--- config.mk ---
export PLATFORM = sky130hd
export DESIGN_NAME = fft_reorder_buf
export DESIGN_NICKNAME = d
export VERILOG_FILES = /design/src/rtl/fftro_pkg.sv /design/src/rtl/fftro_bitrev.sv /design/src/rtl/fftro_wr_seq.sv /design/src/rtl/fftro_bank_mem.sv /design/src/rtl/fftro_rd_seq.sv /design/src/rtl/fft_reorder_buf.sv
export SDC_FILE = /design/constraint.sdc
export NUM_CORES = 2
export LEC_CHECK = 0
export BUFFER_PORTS_ARGS = -buffer_cell sky130_fd_sc_hd__buf_2
export CAP_MARGIN = 20
export CORE_UTILIZATION = 53
export CTS_BUF_LIST = sky130_fd_sc_hd__clkbuf_4 sky130_fd_sc_hd__clkbuf_8 sky130_fd_sc_hd__clkbuf_16
export DETAILED_ROUTE_END_ITERATION = 7
export HOLD_SLACK_MARGIN = 0.12
export PLACE_DENSITY = 0.66
export SLEW_MARGIN = 10
export SYNTH_ARGS = -nofsm -noshare
export SYNTH_HDL_FRONTEND = slang
export SYNTH_SLANG_ARGS = --single-unit
--- constraint.sdc ---
create_clock -name clk -period 4.1 [get_ports clk]
set_clock_uncertainty 0.05 [all_clocks]
set_input_delay 0.615 -clock clk [delete_from_list [all_inputs] [get_ports clk]]
set_output_delay 0.615 -clock clk [all_outputs]
set_load 0.005 [all_outputs]
--- src/rtl/fftro_pkg.sv ---
package fftro_pkg;
   // Identifies one of the two alternating storage banks.
   typedef enum logic [0:0] {
      BANK_A = 1'b0,
      BANK_B = 1'b1
   } bank_t;

   function automatic bank_t other_bank(input bank_t b);
      return (b == BANK_A) ? BANK_B : BANK_A;
   endfunction
endpackage

--- src/rtl/fftro_bitrev.sv ---
module fftro_bitrev #(
   parameter int W = 5
) (
   input  logic [W-1:0] idx_i,
   output logic [W-1:0] rev_o
);
   if (W < 1) begin : g_bad_w
      $error("fftro_bitrev: W must be at least 1");
   end

   for (genvar i = 0; i < W; i++) begin : g_mirror
      assign rev_o[i] = idx_i[W-1-i];
   end
endmodule

--- src/rtl/fftro_wr_seq.sv ---
module fftro_wr_seq
   import fftro_pkg::*;
#(
   parameter int LOG2N = 5
) (
   input  logic             clk,
   input  logic             rst_n,
   input  logic             in_valid,
   output logic             wr_en,
   output bank_t            wr_bank,
   output logic [LOG2N-1:0] wr_addr,
   output logic             fill,
   output bank_t            fill_bank
);
   localparam logic [LOG2N-1:0] LAST_IDX = '1;

   logic [LOG2N-1:0] arr_cnt_q;
   bank_t            bank_q;

   // Destination slot is the mirrored arrival count.
   fftro_bitrev #(.W(LOG2N)) u_rev (
      .idx_i (arr_cnt_q),
      .rev_o (wr_addr)
   );

   assign wr_en     = in_valid;
   assign wr_bank   = bank_q;
   assign fill      = in_valid && (arr_cnt_q == LAST_IDX);
   assign fill_bank = bank_q;

   always_ff @(posedge clk or negedge rst_n) begin
      if (!rst_n) begin
         arr_cnt_q <= '0;
         bank_q    <= BANK_A;
      end else if (in_valid) begin
         arr_cnt_q <= arr_cnt_q + LOG2N'(1);
         if (arr_cnt_q == LAST_IDX) begin
            bank_q <= other_bank(bank_q);
         end
      end
   end


   idle_hold_chk: assert property (@(posedge clk) disable iff (!rst_n)
      !in_valid |=> $stable(arr_cnt_q) && $stable(bank_q));


   bank_swap_chk: assert property (@(posedge clk) disable iff (!rst_n)
      fill |=> (bank_q != $past(bank_q)) && (arr_cnt_q == '0));
endmodule

--- src/rtl/fftro_bank_mem.sv ---
module fftro_bank_mem
   import fftro_pkg::*;
#(
   parameter int LOG2N  = 5,
   parameter int WORD_W = 32
) (
   input  logic              clk,
   input  logic              wr_en,
   input  bank_t             wr_bank,
   input  logic [LOG2N-1:0]  wr_addr,
   input  logic [WORD_W-1:0] wr_word,
   input  bank_t             rd_bank,
   input  logic [LOG2N-1:0]  rd_addr,
   output logic [WORD_W-1:0] rd_word
);
   localparam int DEPTH = 1 << LOG2N;
   localparam int BANKS = 2;

   logic [WORD_W-1:0] bank_rd [BANKS];

   for (genvar b = 0; b < BANKS; b++) begin : g_bank
      logic [WORD_W-1:0] slot_q [DEPTH];

      always_ff @(posedge clk) begin
         if (wr_en && (wr_bank == bank_t'(b))) begin
            slot_q[wr_addr] <= wr_word;
         end
      end

      assign bank_rd[b] = slot_q[rd_addr];
   end

   assign rd_word = bank_rd[rd_bank];
endmodule

--- src/rtl/fftro_rd_seq.sv ---
module fftro_rd_seq
   import fftro_pkg::*;
#(
   parameter int LOG2N = 5
) (
   input  logic             clk,
   input  logic             rst_n,
   input  logic             fill,
   input  bank_t            fill_bank,
   output logic             rd_en,
   output bank_t            rd_bank,
   output logic [LOG2N-1:0] rd_addr,
   output logic             rd_last
);
   localparam logic [LOG2N-1:0] LAST_IDX = '1;
   localparam int BANKS = 2;

   logic [BANKS-1:0] full_q;
   logic             active_q;
   bank_t            bank_q;
   logic [LOG2N-1:0] addr_q;
   logic             start_idle;

   assign rd_en      = active_q;
   assign rd_bank    = bank_q;
   assign rd_addr    = addr_q;
   assign rd_last    = active_q && (addr_q == LAST_IDX);
   assign start_idle = !active_q && full_q[bank_q];

   // Per-bank full flags: set by the writer, cleared after the last read.
   for (genvar b = 0; b < BANKS; b++) begin : g_full
      always_ff @(posedge clk or negedge rst_n) begin
         if (!rst_n) begin
            full_q[b] <= 1'b0;
         end else if (fill && (fill_bank == bank_t'(b))) begin
            full_q[b] <= 1'b1;
         end else if (rd_last && (bank_q == bank_t'(b))) begin
            full_q[b] <= 1'b0;
         end
      end
   end

   always_ff @(posedge clk or negedge rst_n) begin
      if (!rst_n) begin
         active_q <= 1'b0;
         bank_q   <= BANK_A;
         addr_q   <= '0;
      end else if (start_idle) begin
         active_q <= 1'b1;
         addr_q   <= '0;
      end else if (rd_last) begin
         bank_q   <= other_bank(bank_q);
         active_q <= full_q[other_bank(bank_q)];
         addr_q   <= '0;
      end else if (active_q) begin
         addr_q   <= addr_q + LOG2N'(1);
      end
   end


   no_overrun_chk: assert property (@(posedge clk) disable iff (!rst_n)
      fill |-> !full_q[fill_bank]);


   read_full_chk: assert property (@(posedge clk) disable iff (!rst_n)
      active_q |-> full_q[bank_q]);


   read_run_chk: assert property (@(posedge clk) disable iff (!rst_n)
      (active_q && !rd_last) |=> active_q && (addr_q == $past(addr_q) + LOG2N'(1)));
endmodule

--- src/rtl/fft_reorder_buf.sv ---
module fft_reorder_buf
   import fftro_pkg::*;
#(
   parameter int LOG2N  = 5,
   parameter int DATA_W = 16
) (
   input  logic              clk,
   input  logic              rst_n,
   input  logic              in_valid,
   input  logic [DATA_W-1:0] in_re,
   input  logic [DATA_W-1:0] in_im,
   output logic              out_valid,
   output logic [DATA_W-1:0] out_re,
   output logic [DATA_W-1:0] out_im,
   output logic              out_done
);
   localparam int WORD_W = 2 * DATA_W;

   if (LOG2N < 1 || LOG2N > 10) begin : g_bad_log2n
      $error("fft_reorder_buf: LOG2N must lie in 1..10");
   end
   if (DATA_W < 1) begin : g_bad_data_w
      $error("fft_reorder_buf: DATA_W must be at least 1");
   end

   logic              wr_en;
   bank_t             wr_bank;
   logic [LOG2N-1:0]  wr_addr;
   logic              fill;
   bank_t             fill_bank;
   logic              rd_en;
   bank_t             rd_bank;
   logic [LOG2N-1:0]  rd_addr;
   logic              rd_last;
   logic [WORD_W-1:0] rd_word;
   logic              last_q;

   fftro_wr_seq #(.LOG2N(LOG2N)) u_wr (
      .clk       (clk),
      .rst_n     (rst_n),
      .in_valid  (in_valid),
      .wr_en     (wr_en),
      .wr_bank   (wr_bank),
      .wr_addr   (wr_addr),
      .fill      (fill),
      .fill_bank (fill_bank)
   );

   fftro_bank_mem #(.LOG2N(LOG2N), .WORD_W(WORD_W)) u_mem (
      .clk     (clk),
      .wr_en   (wr_en),
      .wr_bank (wr_bank),
      .wr_addr (wr_addr),
      .wr_word ({in_re, in_im}),
      .rd_bank (rd_bank),
      .rd_addr (rd_addr),
      .rd_word (rd_word)
   );

   fftro_rd_seq #(.LOG2N(LOG2N)) u_rd (
      .clk       (clk),
      .rst_n     (rst_n),
      .fill      (fill),
      .fill_bank (fill_bank),
      .rd_en     (rd_en),
      .rd_bank   (rd_bank),
      .rd_addr   (rd_addr),
      .rd_last   (rd_last)
   );

   always_ff @(posedge clk or negedge rst_n) begin
      if (!rst_n) begin
         out_valid <= 1'b0;
         out_re    <= '0;
         out_im    <= '0;
         last_q    <= 1'b0;
         out_done  <= 1'b0;
      end else begin
         out_valid <= rd_en;
         last_q    <= rd_last;
         out_done  <= last_q;
         if (rd_en) begin
            {out_re, out_im} <= rd_word;
         end
      end
   end


   done_single_chk: assert property (@(posedge clk) disable iff (!rst_n)
      out_done |=> !out_done);


   done_after_data_chk: assert property (@(posedge clk) disable iff (!rst_n)
      $rose(out_done) |-> $past(out_valid));


   valid_burst_chk: assert property (@(posedge clk) disable iff (!rst_n)
      (out_valid && !last_q) |=> out_valid);
endmodule

# Word level (Yosys, flattened, before mapping)
# Memory sizes are Yosys's and may differ from the RTL's.
# Index checks and enable logic that the tools add are counted.
# op_classes
n_addsub,2
order_cmp,3
eq_ne,2
mux,22
n_bitwise,4
reduce_logical,16
# ops
cell,n
$mux 32,3
$mux 1,16
$mux 5,3
$add 5x1->5 const B,2
$eq 5x5->1 const B,2
$logic_and 1x1->1,9
$reduce_bool 2->1,3
$lt 1x2->1 const B,2
$reduce_and 2->1,2
$not 1->1,3
$reduce_bool 3->1,1
$ge 2x2->1 const B,1
$not 1->2,1
$logic_not 1->1,1
# word_totals
register_bits,50
ramBits,2048
in_bits,35
out_inout_bits,34
word_cells,63
mem_count,2
# memory_table
memory,depth,width,read_ports,rd_clocked_by_memory_dff,wr,line_no,rtl
u_mem.g_bank[0].slot_q,32,32,1,0,1,fftro_bank_mem.sv:22,logic [WORD_W-1:0] slot_q [DEPTH];
u_mem.g_bank[1].slot_q,32,32,1,0,1,fftro_bank_mem.sv:22,

# Logic depth before layout (Yosys ltp)
# depth
depth_word,5
mapped_depth,10
mapped_depth_nobuf,8

# Cells and area by module
# A second synthesis with hierarchy kept.
# unflattened
cells_unflattened,3619
hier_area_um2,80925.1
# by_module_without_submodules
module,n_inst,cells_per_inst,area_per_inst_um2,seq_area_each_um2
fftro_bank_mem,1,3487,78766.8,61499.0
fft_reorder_buf,1,71,1420.1,875.8
fftro_rd_seq,1,36,420.4,225.2
fftro_wr_seq,1,20,280.3,150.1
fftro_bitrev,1,5,37.5,0.0

# Least setup slack after synthesis
# Ideal clock, no wire load.
# synth_timing
path_kind,input port to flip-flop
start,input port in_valid
end,memory u_mem.g_bank[1].slot_q[21][0] (enable)
setup_time_ns,0.421
arrival_time_ns,2.553
t_required_ns,3.629
setup_slack_ns,1.075
cell_stages,3
n_path_buf,1
cell_sequence,clkbuf_1 > nand3_1 > nor2_1
# synth_via
elab_chain_len,3
# synth_lines
item,line_no,rtl
start: declaration,fft_reorder_buf.sv:9,"input logic in_valid,"
$logic_and 1x1->1,fftro_bank_mem.sv:25,if (wr_en && (wr_bank == bank_t'(b))) begin
$mux 1,fftro_bank_mem.sv:25,
$mux 1 (not written as such),fftro_bank_mem.sv:26,slot_q[wr_addr] <= wr_word;
end: declaration,fftro_bank_mem.sv:22,
# No other way between the ends.

# Final worst setup path
# layout_timing
start,"register u_rd.addr_q[1], in the netlist u_rd.rd_addr[1]"
end,register out_re[13]
# layout_via
elab_chain_len,4
elab_cells_between_ends,5
classes_between,3 x mux; 2 x memory
# layout_lines
item,line_no,rtl
start: declaration,fftro_rd_seq.sv:21,logic [LOG2N-1:0] addr_q;
start signal: assignment,fftro_rd_seq.sv:56,addr_q <= addr_q + LOG2N'(1);
$mem_v2 32x32,-,
$mux 32 (not written as such) * (3 in a row),fftro_bank_mem.sv:33,assign rd_word = bank_rd[rd_bank];
end signal: assignment,fft_reorder_buf.sv:83,"{out_re, out_im} <= rd_word;"
end: declaration,fft_reorder_buf.sv:13,"output logic [DATA_W-1:0] out_re,"
# Mark *: on every way between the ends. The rest lies on a longest branch, timed or not. The select of a mux whose other input is x is not followed.
# A chain may end at the register's enable or synchronous reset.

==> impl_metrics.json <==
{
  "ys_seq_area_frac": 0.784,
  "synth_edf_count": 2048,
  "critPathKind": "reg2reg",
  "hold_violations": 0,
  "place_congestion": 0.883,
  "worst_path_largest_cell_delay_ns": 0.89,
  "cts_tree": "yes",
  "initial_core_util": 0.534,
  "synthFlopType": "edfxtp_1",
  "fmax_ghz": 0.249,
  "viasPerCell": 6.40,
  "power_leakage_nw": 29.4,
  "synth_top_area_frac": 0.768,
  "async_flop_share": 0.0238,
  "worstSetupEndpointType": "flip-flop",
  "route.detailed.drc": 0,
  "period_share": 0.980,
  "clockBufferDepth": 3,
  "area_growth_pct": 14.5,
  "drt_first_pass_iters": 6,
  "vias": 41000,
  "cp.buffers_inverters": 2,
  "peakVddDrop_v": 0.000437,
  "grt_pass1_wl_um": 298000,
  "synth_nets": 3921,
  "max-cap-violations": 0,
  "synth.area.top_cells": "edfxtp_1 77%, mux4_2 9.9%, mux2i_1 2.8%, dfrtp_1 1.6%, a22oi_1 1.2%",
  "drv_slew": 0,
  "multi_input_area_um2": 16900,
  "regArea_um2": 62800,
  "groute.usage.overall": 0.280,
  "maxSlewHeadroom": 0.190,
  "final_area_um2": 91700,
  "hold_slack_ns": 0.222,
  "die-area_um2": 153000,
  "crit_arrival_ns": 4.63,
  "ys_ff_latch": 2098,
  "tightest_slew_ns": 1.21,
  "syn_inst": 3877,
  "io_buffers": 68,
  "yosysUniqueCellTypes": 41,
  "grt_pass1_vias": 40300,
  "place_area_um2": 84900,
  "status": "finished, final reports clean",
  "grt_max_degree": 71,
  "start_kind": "flip-flop",
  "yosysMostFrequentCell": "edfxtp_1",
  "cts_resized": 0,
  "grt_antenna_before_repair": 19,
  "critPathSlowestCell": "dfrtp_4",
  "seq_power_share": 0.440,
  "cts_made_buffers": 201,
  "synth_common_cells": "2048 x edfxtp_1, 352 x mux4_2, 226 x mux2i_1",
  "rsz0062_at_grt": "no",
  "die_h_um": 391,
  "ant_nets": 0,
  "rows": 142,
  "drt-total-wl_um": 212000,
  "crit_chain": "buf_12 -> buf_4 -> mux2i_1 -> o22ai_1 -> nor4_1 -> nand2_1 -> o32ai_2 -> nand2_1",
  "clockPowerShare": 0.320,
  "root_buffer": "clkbuf_16",
  "power.total_mw": 57.4,
  "yosysWarnings": 0,
  "avgSynthCellArea_um2": 20.6,
  "fill_cells": 10600,
  "drt_iter0_drc": 4937,
  "finalSetupViolations": 0,
  "die_w_um": 391,
  "drive_gt1_frac": 0.268,
  "place_hpwl_um": 121000,
  "p_comb_frac": 0.240,
  "clock_sinks": 2098,
  "worstPathMaxFanout": 35,
  "min_period_ns": 4.02,
  "crit_top_cell": "nand2_1",
  "cp_top_family": "simple AND/OR/NAND/NOR gates",
  "p_int_mw": 40.9,
  "avgRoutedWirePerCell_um": 33.1,
  "overflow": 0,
  "hold_class": "in2reg",
  "htree_levels": 4,
  "clock_latency_ns": 0.82,
  "nets": 4255,
  "critPathRequiredTime_ns": 4.71,
  "syn_area_um2": 80000,
  "finish.utilization": 0.611,
  "path_clk_slew_ns": 0.06,
  "io_pins": 69,
  "swShare": 0.287,
  "switchingPower_mw": 16.5,
  "yosys.area.top_type": "edfxtp_1",
  "cellPowerDensity_nw_per_um2": 626,
  "coreArea_um2": 150000
}
## cell usage in the layout, fill, tap and decap left out, drive strengths merged, types with 64 or more instances in the layout
master / count
nor2b: 102
mux4: 352
nor2: 201
a211oi: 65
mux2: 66
buf: 342
nand2: 112
clkbuf: 257
a21oi: 66
clkinv: 95
edfxtp: 2048
mux2i: 226
a22oi: 128
o22ai: 64
## cell families (layout without fill, tap and decap cells)
| logic type | after synthesis | in the layout | share of synthesized area |
|---|---|---|---|
| xor+xnor | 7 | 7 | 0.000766 |
| simple gates | 502 | 502 | 0.0298 |
| buf+inv | 223 | 731 | 0.0128 |
| compound gates | 394 | 394 | 0.0348 |
| fa+ha+maj | 9 | 9 | 0.00141 |
| other cells | 0 | 5 | 0 |
| mux | 644 | 644 | 0.137 |
| flops | 2098 | 2098 | 0.784 |
## area by class of cell
cell class                      count  area share
Timing Repair Buffer              348      0.0318
Multi-Input combinational cell   1556       0.184
Antenna cell                        5    0.000136
Clock buffer                      254      0.0611
Clock inverter                    123      0.0106
Sequential cell                  2098       0.685
Inverter                            6    0.000246
Tap cell                         2016      0.0275
## routing by layer
layer | wire length (µm) | GRT usage | up-vias
li1 | - | - | 16700
met4 | 8850 | 0.118 | 14
met1 | 81900 | 0.383 | 21700
met3 | 18500 | 0.0507 | 375
met5 | 86 | 0 | -
met2 | 102000 | 0.447 | 2131
## per-stage QoR
step / setup TNS, ns / setup WS [ns] / std cells
floorplan: 0 / 1.08 / 3877
global placement: -0.247 / -0.247 / 6011
detailed placement: 0 / 0.165 / 6012
CTS: 0 / 0.177 / 6392
global route: 0 / 0.109 / 6401
finish: 0 / 0.0831 / 6406
## path summary, 6_finish.rpt
check | slack (ns) | to | from | depth (start not counted)
max in group asynchronous | 2.56 | out_re[13] | rst_n | 3
worst min register to register | 0.48 | out_done | last_q | 0
min in group asynchronous | 0.45 | out_re[6] | rst_n | 2
worst min-delay path | 0.22 | u_mem.g_bank[0].slot_q[12][28] | in_re[12] | 1
worst max-delay path | 0.08 | out_re[13] | u_rd.rd_addr[1] | 8
worst max register to register | 0.08 | out_re[13] | u_rd.rd_addr[1] | 8
## power by group through the flow
stage | registers, mW | logic, mW | clock network, mW
after floorplan | 25.2 | 8.61 | 0
after global placement | 25.6 | 13.7 | 0
after detailed placement | 25.7 | 13.8 | 0
after CTS | 25.2 | 13.8 | 18.6
after global routing | 25.3 | 14.5 | 19.3
final | 25.3 | 13.8 | 18.4
## state kept, by name, summed over array words and instances, names as in the netlist
signal,flops
out_valid,1
u_rd.rd_addr,5
u_rd.rd_en,1
u_rd.full_q,2
u_mem.g_bank.slot_q,2048
out_done,1
u_wr.arr_cnt_q,5
last_q,1
u_rd.rd_bank,1
out_re,16
u_wr.fill_bank,1
out_im,16
## timing repair
item / in CTS / in global routing
hold buffers: 3 / 0
buffers inserted: 0 / 0
hold endpoints to repair: 38 / 0
Power figures use the tool's default switching activity.
